<file path="src/rtl/dxc_pkg.sv">
// Package: shared widths, fault codes, context and fault type encodings.
package dxc_pkg;
    typedef enum logic [2:0] {
        FC_NONE      = 3'd0,
        FC_PRIV_ACT  = 3'd1,
        FC_ACC_EXC   = 3'd2,
        FC_ALIGN     = 3'd3,
        FC_REAL_MISS = 3'd4,
        FC_MMU_MISS  = 3'd5,
        FC_PROT      = 3'd6
    } fcode_e;

    typedef enum logic [1:0] {
        CT_PRI = 2'd0,
        CT_SEC = 2'd1,
        CT_NUC = 2'd2
    } ctype_e;

    typedef enum logic [3:0] {
        FT_NONE    = 4'd0,
        FT_OTHER   = 4'd1,
        FT_PRIV    = 4'd2,
        FT_NFO     = 4'd3,
        FT_ILL_SEL = 4'd4,
        FT_RANGE   = 4'd5
    } ftype_e;
endpackage

</file>
<file path="src/rtl/dxc_ctx_sel.sv">
// Context selection: picks context type and lookup context, decides whether
// the access is real. Assumes selector flags are meaningless when implicit.
module dxc_ctx_sel #(
    parameter int CTX_W = 13
) (
    input  logic              tl_nz,
    input  logic              implicit,
    input  logic              second,
    input  logic              sel_real,
    input  logic              dmmu_en,
    input  logic              hyp,
    input  logic [CTX_W-1:0]  ctx_pri,
    input  logic [CTX_W-1:0]  ctx_sec,
    output dxc_pkg::ctype_e   ct,
    output logic [CTX_W-1:0]  ctx,
    output logic              is_real
);
    import dxc_pkg::*;

    logic [CTX_W-1:0] ctx_raw;

    // Choose context type and raw context from trap level and selector class.
    always_comb begin
        if (tl_nz) begin
            ct      = CT_NUC;
            ctx_raw = '0;
        end else if (!implicit && second) begin
            ct      = CT_SEC;
            ctx_raw = ctx_sec;
        end else begin
            ct      = CT_PRI;
            ctx_raw = ctx_pri;
        end
    end

    // Real access forces context zero.
    always_comb begin
        is_real = (!dmmu_en && !hyp) || (!implicit && sel_real);
        ctx     = is_real ? '0 : ctx_raw;
    end
endmodule

</file>
<file path="src/rtl/dxc_pre_chk.sv">
// Pre-lookup checks in priority order: selector privilege, alignment,
// address hole, scratch offsets; also flags register selectors that pass.
// Assumes the hole spans VA bits above IMPL_VA_W-1 that are not sign copies.
module dxc_pre_chk #(
    parameter int VA_W      = 64,
    parameter int IMPL_VA_W = 48,
    parameter int MASK_W    = 32
) (
    input  logic              implicit,
    input  logic              unpriv,
    input  logic              hyponly,
    input  logic              block,
    input  logic              mmureg,
    input  logic              scratch,
    input  logic              priv,
    input  logic              hyp,
    input  logic              amask,
    input  logic              wr,
    input  logic [VA_W-1:0]   va,
    input  dxc_pkg::ctype_e   ct_in,
    output logic              flt,
    output dxc_pkg::fcode_e   code,
    output dxc_pkg::ftype_e   ft,
    output logic              se,
    output logic              wr_bit,
    output dxc_pkg::ctype_e   ct_out,
    output logic [VA_W-1:0]   far_nx,
    output logic [VA_W-1:0]   va_eff,
    output logic              reg_pass
);
    import dxc_pkg::*;

    localparam int TOP_W = VA_W - IMPL_VA_W + 1;

    logic [TOP_W-1:0] top_bits;
    logic             in_hole;
    logic             sel_chk;
    logic             mis_al;
    logic             scr_bad;

    // Derive masked address and the individual check conditions.
    always_comb begin
        va_eff   = amask ? {{(VA_W-MASK_W){1'b0}}, va[MASK_W-1:0]} : va;
        top_bits = va[VA_W-1:IMPL_VA_W-1];
        in_hole  = !(&top_bits) && (|top_bits);
        sel_chk  = !implicit && !hyp;
        mis_al   = (va[2:0] != 3'd0) || (block && (va[5:0] != 6'd0));
        scr_bad  = (va_eff > VA_W'(64'h38)) ||
                   (va_eff >= VA_W'(64'h20) && va_eff < VA_W'(64'h30) && !hyp);
    end

    // Priority chain: first failing check decides the fault.
    always_comb begin
        flt      = 1'b0;
        code     = FC_NONE;
        ft       = FT_NONE;
        se       = 1'b0;
        wr_bit   = wr;
        ct_out   = ct_in;
        far_nx   = va;
        reg_pass = 1'b0;
        if (sel_chk && !priv && !unpriv) begin
            flt    = 1'b1;
            code   = FC_PRIV_ACT;
            ft     = FT_ILL_SEL;
            ct_out = CT_NUC;
        end else if (sel_chk && priv && hyponly) begin
            flt    = 1'b1;
            code   = FC_ACC_EXC;
            ft     = FT_ILL_SEL;
            ct_out = CT_NUC;
        end else if (mis_al) begin
            flt    = 1'b1;
            code   = FC_ALIGN;
            ft     = FT_OTHER;
            wr_bit = 1'b0;
        end else if (!amask && in_hole) begin
            flt    = 1'b1;
            code   = FC_ACC_EXC;
            ft     = FT_RANGE;
            se     = 1'b1;
            wr_bit = 1'b0;
            far_nx = va_eff;
        end else if (!implicit && scratch && scr_bad) begin
            flt    = 1'b1;
            code   = FC_ACC_EXC;
            ft     = FT_ILL_SEL;
            se     = 1'b1;
            ct_out = CT_PRI;
            far_nx = va_eff;
        end else if (!implicit && (mmureg || scratch)) begin
            reg_pass = 1'b1;
        end
    end
endmodule

</file>
<file path="src/rtl/dxc_post_chk.sv">
// Post-hit checks in priority order: write protection, no-fault page,
// page privilege; forms the physical address from page and offset mask.
module dxc_post_chk #(
    parameter int VA_W = 64,
    parameter int PA_W = 40
) (
    input  logic              wr,
    input  logic              sel_nofault,
    input  logic              priv,
    input  logic              pg_wr,
    input  logic              pg_nf,
    input  logic              pg_side,
    input  logic              pg_priv,
    input  logic [PA_W-1:0]   ppage,
    input  logic [PA_W-1:0]   off_mask,
    input  logic [VA_W-1:0]   va,
    output logic              flt,
    output dxc_pkg::fcode_e   code,
    output dxc_pkg::ftype_e   ft,
    output logic [PA_W-1:0]   pa
);
    import dxc_pkg::*;

    // Ordered page permission checks.
    always_comb begin
        flt  = 1'b1;
        code = FC_ACC_EXC;
        ft   = FT_NONE;
        if (wr && !pg_wr) begin
            code = FC_PROT;
            ft   = FT_OTHER;
        end else if (pg_nf && !sel_nofault) begin
            ft = FT_NFO;
        end else if (!priv && pg_priv) begin
            ft = FT_PRIV;
        end else begin
            flt  = 1'b0;
            code = FC_NONE;
        end
    end

    // Page frame bits from the entry, offset bits from the virtual address.
    always_comb begin
        pa = (ppage & ~off_mask) | (va[PA_W-1:0] & off_mask);
    end
endmodule

</file>
<file path="src/rtl/dxc_top.sv">
// Data access translation checker: sequences pre-lookup checks, hypervisor
// bypass, TLB miss handling and post-hit checks; registers the result one
// cycle after a request and maintains status, address and tag registers.
// Assumes the TLB answers combinationally to lk_ctx/lk_real in the same cycle.
module dxc_top #(
    parameter int VA_W      = 64,
    parameter int PA_W      = 40,
    parameter int CTX_W     = 13,
    parameter int PAGE_W    = 13,
    parameter int IMPL_VA_W = 48,
    parameter int SEL_W     = 8,
    parameter int FSR_W     = 24
) (
    input  logic              clk,
    input  logic              rst_n,
    input  logic              req_vld,
    input  logic [VA_W-1:0]   req_va,
    input  logic              req_wr,
    input  logic [SEL_W-1:0]  sel_code,
    input  logic              sel_implicit,
    input  logic              sel_unpriv,
    input  logic              sel_hyponly,
    input  logic              sel_second,
    input  logic              sel_block,
    input  logic              sel_nofault,
    input  logic              sel_real,
    input  logic              sel_asuser,
    input  logic              sel_mmureg,
    input  logic              sel_scratch,
    input  logic              st_tl_nz,
    input  logic              st_priv,
    input  logic              st_hyp,
    input  logic              st_amask,
    input  logic              st_dmmu_en,
    input  logic [CTX_W-1:0]  ctx_pri,
    input  logic [CTX_W-1:0]  ctx_sec,
    input  logic              tlb_hit,
    input  logic [PA_W-1:0]   tlb_ppage,
    input  logic [PA_W-1:0]   tlb_off_mask,
    input  logic              tlb_writable,
    input  logic              tlb_nofault,
    input  logic              tlb_side,
    input  logic              tlb_priv,
    output logic [CTX_W-1:0]  lk_ctx,
    output logic              lk_real,
    output logic              done,
    output logic              fault,
    output logic [2:0]        fault_code,
    output logic [PA_W-1:0]   pa,
    output logic              uncache,
    output logic [FSR_W-1:0]  fsr,
    output logic [VA_W-1:0]   far_va,
    output logic [VA_W-1:0]   tag_acc
);
    import dxc_pkg::*;

    localparam int GAP_W = FSR_W - SEL_W - 11;

    ctype_e           ct_sel;
    logic             is_real;
    logic             pre_flt;
    fcode_e           pre_code;
    ftype_e           pre_ft;
    logic             pre_se;
    logic             pre_wr;
    ctype_e           pre_ct;
    logic [VA_W-1:0]  pre_far;
    logic [VA_W-1:0]  va_eff;
    logic             reg_pass;
    logic             post_flt;
    fcode_e           post_code;
    ftype_e           post_ft;
    logic [PA_W-1:0]  hit_pa;

    logic             n_done;
    logic             n_fault;
    fcode_e           n_code;
    logic [PA_W-1:0]  n_pa;
    logic             n_uc;
    logic             n_fsr_we;
    ftype_e           n_ft;
    logic             n_se;
    logic             n_wr;
    ctype_e           n_ct;
    logic [VA_W-1:0]  n_far;
    logic             n_tag_we;
    logic             bypass;

    fcode_e           code_q;

    dxc_ctx_sel #(.CTX_W(CTX_W)) u_ctx (
        .tl_nz    (st_tl_nz),
        .implicit (sel_implicit),
        .second   (sel_second),
        .sel_real (sel_real),
        .dmmu_en  (st_dmmu_en),
        .hyp      (st_hyp),
        .ctx_pri  (ctx_pri),
        .ctx_sec  (ctx_sec),
        .ct       (ct_sel),
        .ctx      (lk_ctx),
        .is_real  (is_real)
    );

    dxc_pre_chk #(.VA_W(VA_W), .IMPL_VA_W(IMPL_VA_W), .MASK_W(32)) u_pre (
        .implicit (sel_implicit),
        .unpriv   (sel_unpriv),
        .hyponly  (sel_hyponly),
        .block    (sel_block),
        .mmureg   (sel_mmureg),
        .scratch  (sel_scratch),
        .priv     (st_priv),
        .hyp      (st_hyp),
        .amask    (st_amask),
        .wr       (req_wr),
        .va       (req_va),
        .ct_in    (ct_sel),
        .flt      (pre_flt),
        .code     (pre_code),
        .ft       (pre_ft),
        .se       (pre_se),
        .wr_bit   (pre_wr),
        .ct_out   (pre_ct),
        .far_nx   (pre_far),
        .va_eff   (va_eff),
        .reg_pass (reg_pass)
    );

    dxc_post_chk #(.VA_W(VA_W), .PA_W(PA_W)) u_post (
        .wr          (req_wr),
        .sel_nofault (sel_nofault && !sel_implicit),
        .priv        (st_priv),
        .pg_wr       (tlb_writable),
        .pg_nf       (tlb_nofault),
        .pg_side     (tlb_side),
        .pg_priv     (tlb_priv),
        .ppage       (tlb_ppage),
        .off_mask    (tlb_off_mask),
        .va          (req_va),
        .flt         (post_flt),
        .code        (post_code),
        .ft          (post_ft),
        .pa          (hit_pa)
    );

    assign lk_real = is_real;

    // Merge the stages into one next-state decision.
    always_comb begin
        bypass   = st_hyp && (sel_implicit || (!sel_asuser && !sel_real));
        n_done   = 1'b0;
        n_fault  = 1'b0;
        n_code   = FC_NONE;
        n_pa     = req_va[PA_W-1:0];
        n_uc     = 1'b0;
        n_fsr_we = 1'b0;
        n_ft     = pre_ft;
        n_se     = pre_se;
        n_wr     = pre_wr;
        n_ct     = pre_ct;
        n_far    = pre_far;
        n_tag_we = 1'b0;
        if (pre_flt) begin
            n_fault  = 1'b1;
            n_code   = pre_code;
            n_fsr_we = 1'b1;
        end else if (reg_pass || bypass) begin
            n_done = 1'b1;
        end else if (!tlb_hit) begin
            n_fault  = 1'b1;
            n_code   = is_real ? FC_REAL_MISS : FC_MMU_MISS;
            n_tag_we = 1'b1;
        end else if (post_flt) begin
            n_fault  = 1'b1;
            n_code   = post_code;
            n_fsr_we = 1'b1;
            n_ft     = post_ft;
            n_se     = tlb_side;
            n_wr     = req_wr;
            n_ct     = ct_sel;
            n_far    = va_eff;
        end else begin
            n_done = 1'b1;
            n_pa   = hit_pa;
            n_uc   = tlb_side;
        end
    end

    // Result pulses and physical address, registered one cycle after request.
    always_ff @(posedge clk) begin
        if (!rst_n) begin
            done    <= 1'b0;
            fault   <= 1'b0;
            code_q  <= FC_NONE;
            pa      <= '0;
            uncache <= 1'b0;
        end else begin
            done    <= req_vld && n_done;
            fault   <= req_vld && n_fault;
            uncache <= req_vld && n_uc;
            if (req_vld) begin
                code_q <= n_code;
                pa     <= n_pa;
            end
        end
    end

    // Fault status and fault address update with sticky overwrite bit.
    always_ff @(posedge clk) begin
        if (!rst_n) begin
            fsr    <= '0;
            far_va <= '0;
        end else if (req_vld && n_fsr_we) begin
            fsr    <= {sel_code, {GAP_W{1'b0}}, n_ft, n_se, n_ct, 1'b0,
                       n_wr, fsr[0], 1'b1};
            far_va <= n_far;
        end
    end

    // Tag-access register loaded on a miss.
    always_ff @(posedge clk) begin
        if (!rst_n) begin
            tag_acc <= '0;
        end else if (req_vld && n_tag_we) begin
            tag_acc <= {va_eff[VA_W-1:PAGE_W], {PAGE_W{1'b0}}} |
                       VA_W'(lk_ctx);
        end
    end

    assign fault_code = code_q;
endmodule

</file>
<file path="config.mk">
export PLATFORM = sky130hd
export DESIGN_NAME = dxc_top
export DESIGN_NICKNAME = d
export VERILOG_FILES = /design/src/rtl/dxc_pkg.sv /design/src/rtl/dxc_ctx_sel.sv /design/src/rtl/dxc_pre_chk.sv /design/src/rtl/dxc_post_chk.sv /design/src/rtl/dxc_top.sv
export SDC_FILE = /design/constraint.sdc
export NUM_CORES = 1
export LEC_CHECK = 0
export BUFFER_PORTS_ARGS = -buffer_cell sky130_fd_sc_hd__buf_4
export CORE_AREA = 3 3 161 163
export CTS_CLUSTER_DIAMETER = 200
export DETAILED_ROUTE_END_ITERATION = 8
export DIE_AREA = 0 0 164 166
export GPL_TIMING_DRIVEN = 0
export PLACE_DENSITY = 0.67
export SLEW_MARGIN = 40
export SYNTH_ARGS = -nofsm -noshare
export SYNTH_HDL_FRONTEND = slang
export SYNTH_SLANG_ARGS = --single-unit
</file>
<file path="constraint.sdc">
create_clock -name clk -period 2.6 [get_ports clk]
set_input_delay 0.26 -clock clk [delete_from_list [all_inputs] [get_ports clk]]
set_output_delay 0.26 -clock clk [all_outputs]
set_load 0.05 [all_outputs]
</file>
# [Word-level counts from Yosys, hierarchy flattened]
# Cells that the tools add are included.
[totals] out_inout_bits=212 inputBits=202 mem_count=0 register_bits=192 latchBits=0 romBits=0 elab_cells=164 ram_bits=0
[classes] n_mul=0 div=0 order_cmp=3 n_bitwise=5 mux=100 shifts=0 n_eq_ne=0 reduce_logical=48 addsub=0
[ops] cell="$mux W64" count=10
[ops] cell="$mux W40" count=4
[ops] cell="$and A40 B40 Y40" count=2
[ops] cell="$ge A64 B6 Y1 const B" count=1
[ops] cell="$gt A64 B6 Y1 const B" count=1
[ops] cell="$lt A64 B6 Y1 const B" count=1
[ops] cell="$or A64 B13 Y64" count=1
[ops] cell="$mux W1" count=49
[ops] cell="$mux W4" count=10
[ops] cell="$not A40 Y40" count=1
[ops] cell="$or A40 B40 Y40" count=1
[ops] cell="$mux W13" count=3
[ops] cell="$mux W3" count=11
[ops] cell="$logic_and A1 B1 Y1" count=27
[ops] cell="$mux W2" count=13
[ops] cell="$reduce_and A17 Y1" count=1
[ops] cell="$reduce_or A17 Y1" count=1
[ops] cell="$logic_not A1 Y1" count=11
[ops] cell="$logic_or A1 B1 Y1" count=6
[ops] cell="$reduce_bool A6 Y1" count=1
[ops] cell="$reduce_bool A3 Y1" count=1

# [Depth between registers and ports, before layout]
[depth] depth_word=15 ltp_mapped=11 ltp_nobuf=7

# [By module]
# A second synthesis with hierarchy kept.
[unflattened] hier_cells=1170 area_unflattened_um2=10631.4
[by_module_without_submodules] module="dxc_top" cells_per_inst=865 area_per_inst_um2=8363.0 seq_area_each_um2=3843.7 instances=1
[by_module_without_submodules] module="dxc_pre_chk" cells_per_inst=203 area_per_inst_um2=1346.3 seq_area_each_um2=0.0 instances=1
[by_module_without_submodules] module="dxc_post_chk" cells_per_inst=52 area_per_inst_um2=681.9 seq_area_each_um2=0.0 instances=1
[by_module_without_submodules] module="dxc_ctx_sel" cells_per_inst=50 area_per_inst_um2=240.2 seq_area_each_um2=0.0 instances=1

# [Least setup slack after synthesis]
# No wires, ideal clock.
[synth_path] path_type="input -> register" from="input sel_implicit" to="register tag_acc[0]" required_ps=2526 path_slack_ps=85 setup_time_ps=74 path_buffers=2 t_arrival_ps=2441 cell_stages=7 cell_sequence="buf_2 -> o22ai_1 -> or2_2 -> clkbuf_1 -> a21oi_1 -> nand2_1 -> o21ai_0"
[synth_via] elab_cells_between_ends=33 cone_classes="16 x mux; 1 x bitwise; 16 x reduce/logical"
[synth_rtl] element="start: declaration" line_no="dxc_top.sv:20" source="input logic sel_implicit,"
[synth_rtl] element="$logic_not A1 Y1" line_no="dxc_ctx_sel.sv:38" source="is_real = (!dmmu_en && !hyp) || (!implicit && sel_real);"
[synth_rtl] element="$logic_and A1 B1 Y1" line_no="dxc_ctx_sel.sv:38"
[synth_rtl] element="$logic_or A1 B1 Y1" line_no="dxc_ctx_sel.sv:38"
[synth_rtl] element="named net lk_real" line_no="dxc_top.sv:45" source="output logic lk_real,"
[synth_rtl] element="$mux W13" line_no="dxc_ctx_sel.sv:39" source="ctx = is_real ? '0 : ctx_raw;"
[synth_rtl] element="named net lk_ctx[0]" line_no="dxc_top.sv:44" source="output logic [CTX_W-1:0] lk_ctx,"
[synth_rtl] element="$or A64 B13 Y64" line_no="dxc_top.sv:225" source="tag_acc <= {va_eff[VA_W-1:PAGE_W], {PAGE_W{1'b0}}} |"
[synth_rtl] element="end signal: assignment" line_no="dxc_top.sv:225"
[synth_rtl] element="end: declaration" line_no="dxc_top.sv:53" source="output logic [VA_W-1:0] tag_acc"
# The timed path passes the listed nets, and every way through them passes these cells.
# A chain may end at the register's enable or synchronous reset.

# [Final worst setup path]
[layout_path] from="input req_va[0]" to="register pa[29]"
[layout_via] elab_chain_len=14 elab_cells_between_ends=25 cone_classes="3 x order compare; 13 x mux; 9 x reduce/logical"
[layout_lines] element="start: declaration" line_no="dxc_top.sv:17" source="input logic [VA_W-1:0] req_va,"
[layout_lines] element="$mux W64" line_no="dxc_pre_chk.sv:43" source="va_eff = amask ? {{(VA_W-MASK_W){1'b0}}, va[MASK_W-1:0]} : va;"
[layout_lines] element="$ge A64 B6 Y1 or $lt A64 B6 Y1 (tied branches)" line_no="dxc_pre_chk.sv:49" source="(va_eff >= VA_W'(64'h20) && va_eff < VA_W'(64'h30) && !hyp);"
[layout_lines] element="$logic_and A1 B1 Y1 (2 in a row)" line_no="dxc_pre_chk.sv:49"
[layout_lines] element="$logic_or A1 B1 Y1" line_no="dxc_pre_chk.sv:48" source="scr_bad = (va_eff > VA_W'(64'h38)) ||"
[layout_lines] element="$logic_and A1 B1 Y1" line_no="dxc_pre_chk.sv:84" source="end else if (!implicit && scratch && scr_bad) begin"
[layout_lines] element="$mux W1" line_no="dxc_pre_chk.sv:84"
[layout_lines] element="$mux W1" line_no="dxc_pre_chk.sv:77" source="end else if (!amask && in_hole) begin"
[layout_lines] element="$mux W1" line_no="dxc_pre_chk.sv:72" source="end else if (mis_al) begin"
[layout_lines] element="$mux W1" line_no="dxc_pre_chk.sv:67" source="end else if (sel_chk && priv && hyponly) begin"
[layout_lines] element="$mux W1" line_no="dxc_pre_chk.sv:62" source="if (sel_chk && !priv && !unpriv) begin"
[layout_lines] element="$logic_or A1 B1 Y1" line_no="dxc_top.sv:167" source="end else if (reg_pass || bypass) begin"
[layout_lines] element="$mux W40" line_no="dxc_top.sv:167"
[layout_lines] element="$mux W40 (*)" line_no="dxc_top.sv:163" source="if (pre_flt) begin"
[layout_lines] element="end signal: assignment" line_no="dxc_top.sv:203" source="pa <= n_pa;"
[layout_lines] element="end: declaration" line_no="dxc_top.sv:49" source="output logic [PA_W-1:0] pa,"
# Every way passes the cells marked *; elsewhere a longest branch is shown, timed or not.

==> flow_summary_export.csv <==
group,metric,value,unit
run_status,outcome,"finished, final reports clean",
clock_network,root_buffer,"clkbuf_16",
sta,skew,0.000154,ns
synthesis,synthArstFlopShare,0,
finish,nets,1526,
power,power_leakage,5.32,nW
clock_network,cts_hold_buf,0,
finish,fill_cells,2439,
die,die_area,0.0272,mm^2
min_path,hold_class,"primary input to flip-flop",
clock_network,clk_pin_slew,0.08,ns
finish,layout.cells.non_filler,1661,
sta,post-route-period-util,0.929,
die,initial_core_util,0.315,
clock_network,cts_buffers,17,
sta,worstMarginPinSlew,0.800,ns
synthesis,synthTopCellsByArea,"dfxtp_1 (50%), o21ai_0 (8.9%), nand3_1 (7.0%), mux2i_1 (4.8%), nand2_1 (4.6%)",
critical_path,cp-start-kind,"primary input",
routing,postRouteAntennaNets,0,
die,fp-row-count,57,
placement,dpl.hpwl,26.9,mm
global_routing,grt_pass1_vias,8327,
finish,area_growth,53.2,%
routing,drt_pass1_iterations,6,
global_routing,grt_pass1_wl,49.6,mm
die,die_w,164,um
power,ir_worst_vdd,385,uV
finish,multi_input_area,0.00352,mm^2
routing,vias,8436,
clock_network,cts_tree,"done",
critical_path,critPathArrivalTime,2.71,ns
critical_path,cp-end-kind,"flip-flop",
die,die_h,166,um
critical_path,crit_required,2.90,ns
routing,wl,33.9,mm
placement,gp_congestion,0.898,
finish,drive_gt1_frac,0.355,
routing,wire_per_inst,20.4,um
placement,dpl_worst_slack,-0.733,ns
sta,drv_slew,0,
finish,regArea,0.00382,mm^2
sta,rsz0062_at_grt,"false",
sta,finalCriticalPeriod,2.42,ns
critical_path,path_class,"primary input to flip-flop",
finish,antenna_cells,0,
synthesis,ys_seq_elements,191,
die,design.core.area,0.0245,mm^2
sta,clock.fmax,414,MHz
synthesis,synth_top_area_share,0.496,
routing,drt-initial-drc-count,617,
power,power_density,619,mW/mm^2
routing,vias_per_cell,5.08,
placement,numPortBuffers,403,
routing,drc,0,
synthesis,synth_top_area_cell,"dfxtp_1",
clock_network,clock_latency,0.43,ns
sta,worst_slack,0.184,ns
synthesis,synthFlopType,"dfxtp_1",
synthesis,synth_area,0.00770,mm^2
global_routing,antenna_found_initial,0,
synthesis,ys_types,55,
placement,dp_cells,1628,
die,io_pins,414,
critical_path,path_max_fanout,10,
sta,setup_viol,0,
synthesis,avgSynthCellArea,8.61,um^2
synthesis,synth_enable_flop_cells,0,
global_routing,grt_util_all_layers,0.238,
flow_run,maxCapViolCount,0,
clock_network,cts_max_level,4,
synthesis,ys_seq_area_frac,0.496,
global_routing,overflow,0,
sta,hold_viol_final,0,
sta,slew_headroom,0.466,
global_routing,grt_max_degree,20,
synthesis,synthCells,895,
clock_network,cts.sinks,191,
synthesis,yosys_warnings,0,
clock_network,cts.path.max_buffers,2,
-- cell usage after synthesis (3+ instances only) --
cell type  number
nand2_1        94
a31oi_1         5
buf_1           7
mux2i_1        37
o21ai_0       137
a22o_1         32
a21o_1         17
nand4_1         3
dfxtp_1       191
inv_1           8
nor3_1          5
and2_1          3
nor2b_1         4
buf_4          12
nand3_1       108
a211oi_1        3
nand2b_1        5
nor4_1         13
buf_6           3
buf_2           7
nor2_1         51
a21oi_1        55
clkbuf_1       51
o22ai_1         4
-- state kept, by name, indices dropped and copies added (netlist names) --
signal      cells
uncache         1
fsr            17
done            1
pa             40
fault_code      3
tag_acc        64
fault           1
far_va         64
-- path summary, 6_finish.rpt --
path | startpoint | end | slack (ns) | cells after the start
setup / recovery | req_va[0] | pa[29] | 0.18 | 10
hold / removal | req_va[60] | far_va[60] | 0.05 | 2
setup reg to reg | fsr[6] | fsr[6] | 1.81 | 2
hold reg to reg | tag_acc[55] | tag_acc[55] | 0.46 | 1
-- per-stage QoR --
stage                     utilization  hold slack, ns  cell area [um^2]  power (mW)  TNS, ns
after global routing            0.482          0.0422             11800        7.56        0
after detailed placement        0.456           0.442             11200        4.65   -46.54
after CTS                       0.482          0.0307             11800        7.36        0
after floorplan                     -           0.385              7720        3.98        0
final                           0.482          0.0508             11800        7.31        0
after global placement          0.456           0.436             11200        4.64   -54.04
-- per-layer routing --
metal	routed length, um	vias to the layer above	GRT usage
met4	904	0	0.0754
li1	-	4039	-
met1	13600	3973	0.288
met5	0	-	0
met2	16600	381	0.411
met3	2780	43	0.0584
-- power by group --
| group | switching, mW | internal (mW) |
|---|---|---|
| Clock | 1.34 | 1.38 |
| Sequential | 0.0646 | 3.05 |
| Combinational | 0.965 | 0.507 |
-- worst max-delay path: stages --
cell       delay [ns]
buf_4            0.12
nor3_1           0.24
nand2_1          0.19
nor2_2           0.32
o2111ai_1        0.22
clkbuf_1         0.30
buf_2            0.34
nor2_1           0.37
mux2i_1          0.24
a21oi_1          0.08
-- cells by family after synthesis --
kind of cell / after synthesis / synth area share
AND/OR/NAND/NOR: 301 / 0.185
AO/OA/AOI/OAI: 276 / 0.216
flip-flops: 191 / 0.496
buffers and inverters: 89 / 0.0533
multiplexers: 37 / 0.0481
other: 1 / 0.000487
-- layout make-up --
type                            instances  area share
Multi-Input combinational cell        621       0.298
Tap cell                              324      0.0344
Clock inverter                         14      0.0144
Inverter                                9     0.00286
Buffer                                 80      0.0322
Sequential cell                       191       0.324
Clock buffer                           18      0.0364
Timing Repair Buffer                  404       0.257
-- what timing repair did --
item,4_1_cts,5_1_grt
setup endpoints to repair,77,71
buffers inserted,0,1
pin swaps,0,1
resized for setup,5,0
-- cells in the final DEF, fill, tap and decap left out, drive strengths merged, types with 7 or more instances in the layout --
master / synthesis / final
clkbuf: 51 / 69
inv: 8 / 14
conb: 1 / 7
o21ai: 137 / 137
a22o: 33 / 33
nand3: 108 / 108
nor4: 16 / 16
a21oi: 55 / 55
buf: 29 / 433
nand2: 94 / 94
dfxtp: 191 / 191
clkinv: 1 / 7
nor2: 52 / 52
a21o: 17 / 17
mux2i: 37 / 37
Power figures use the tool's default switching activity.
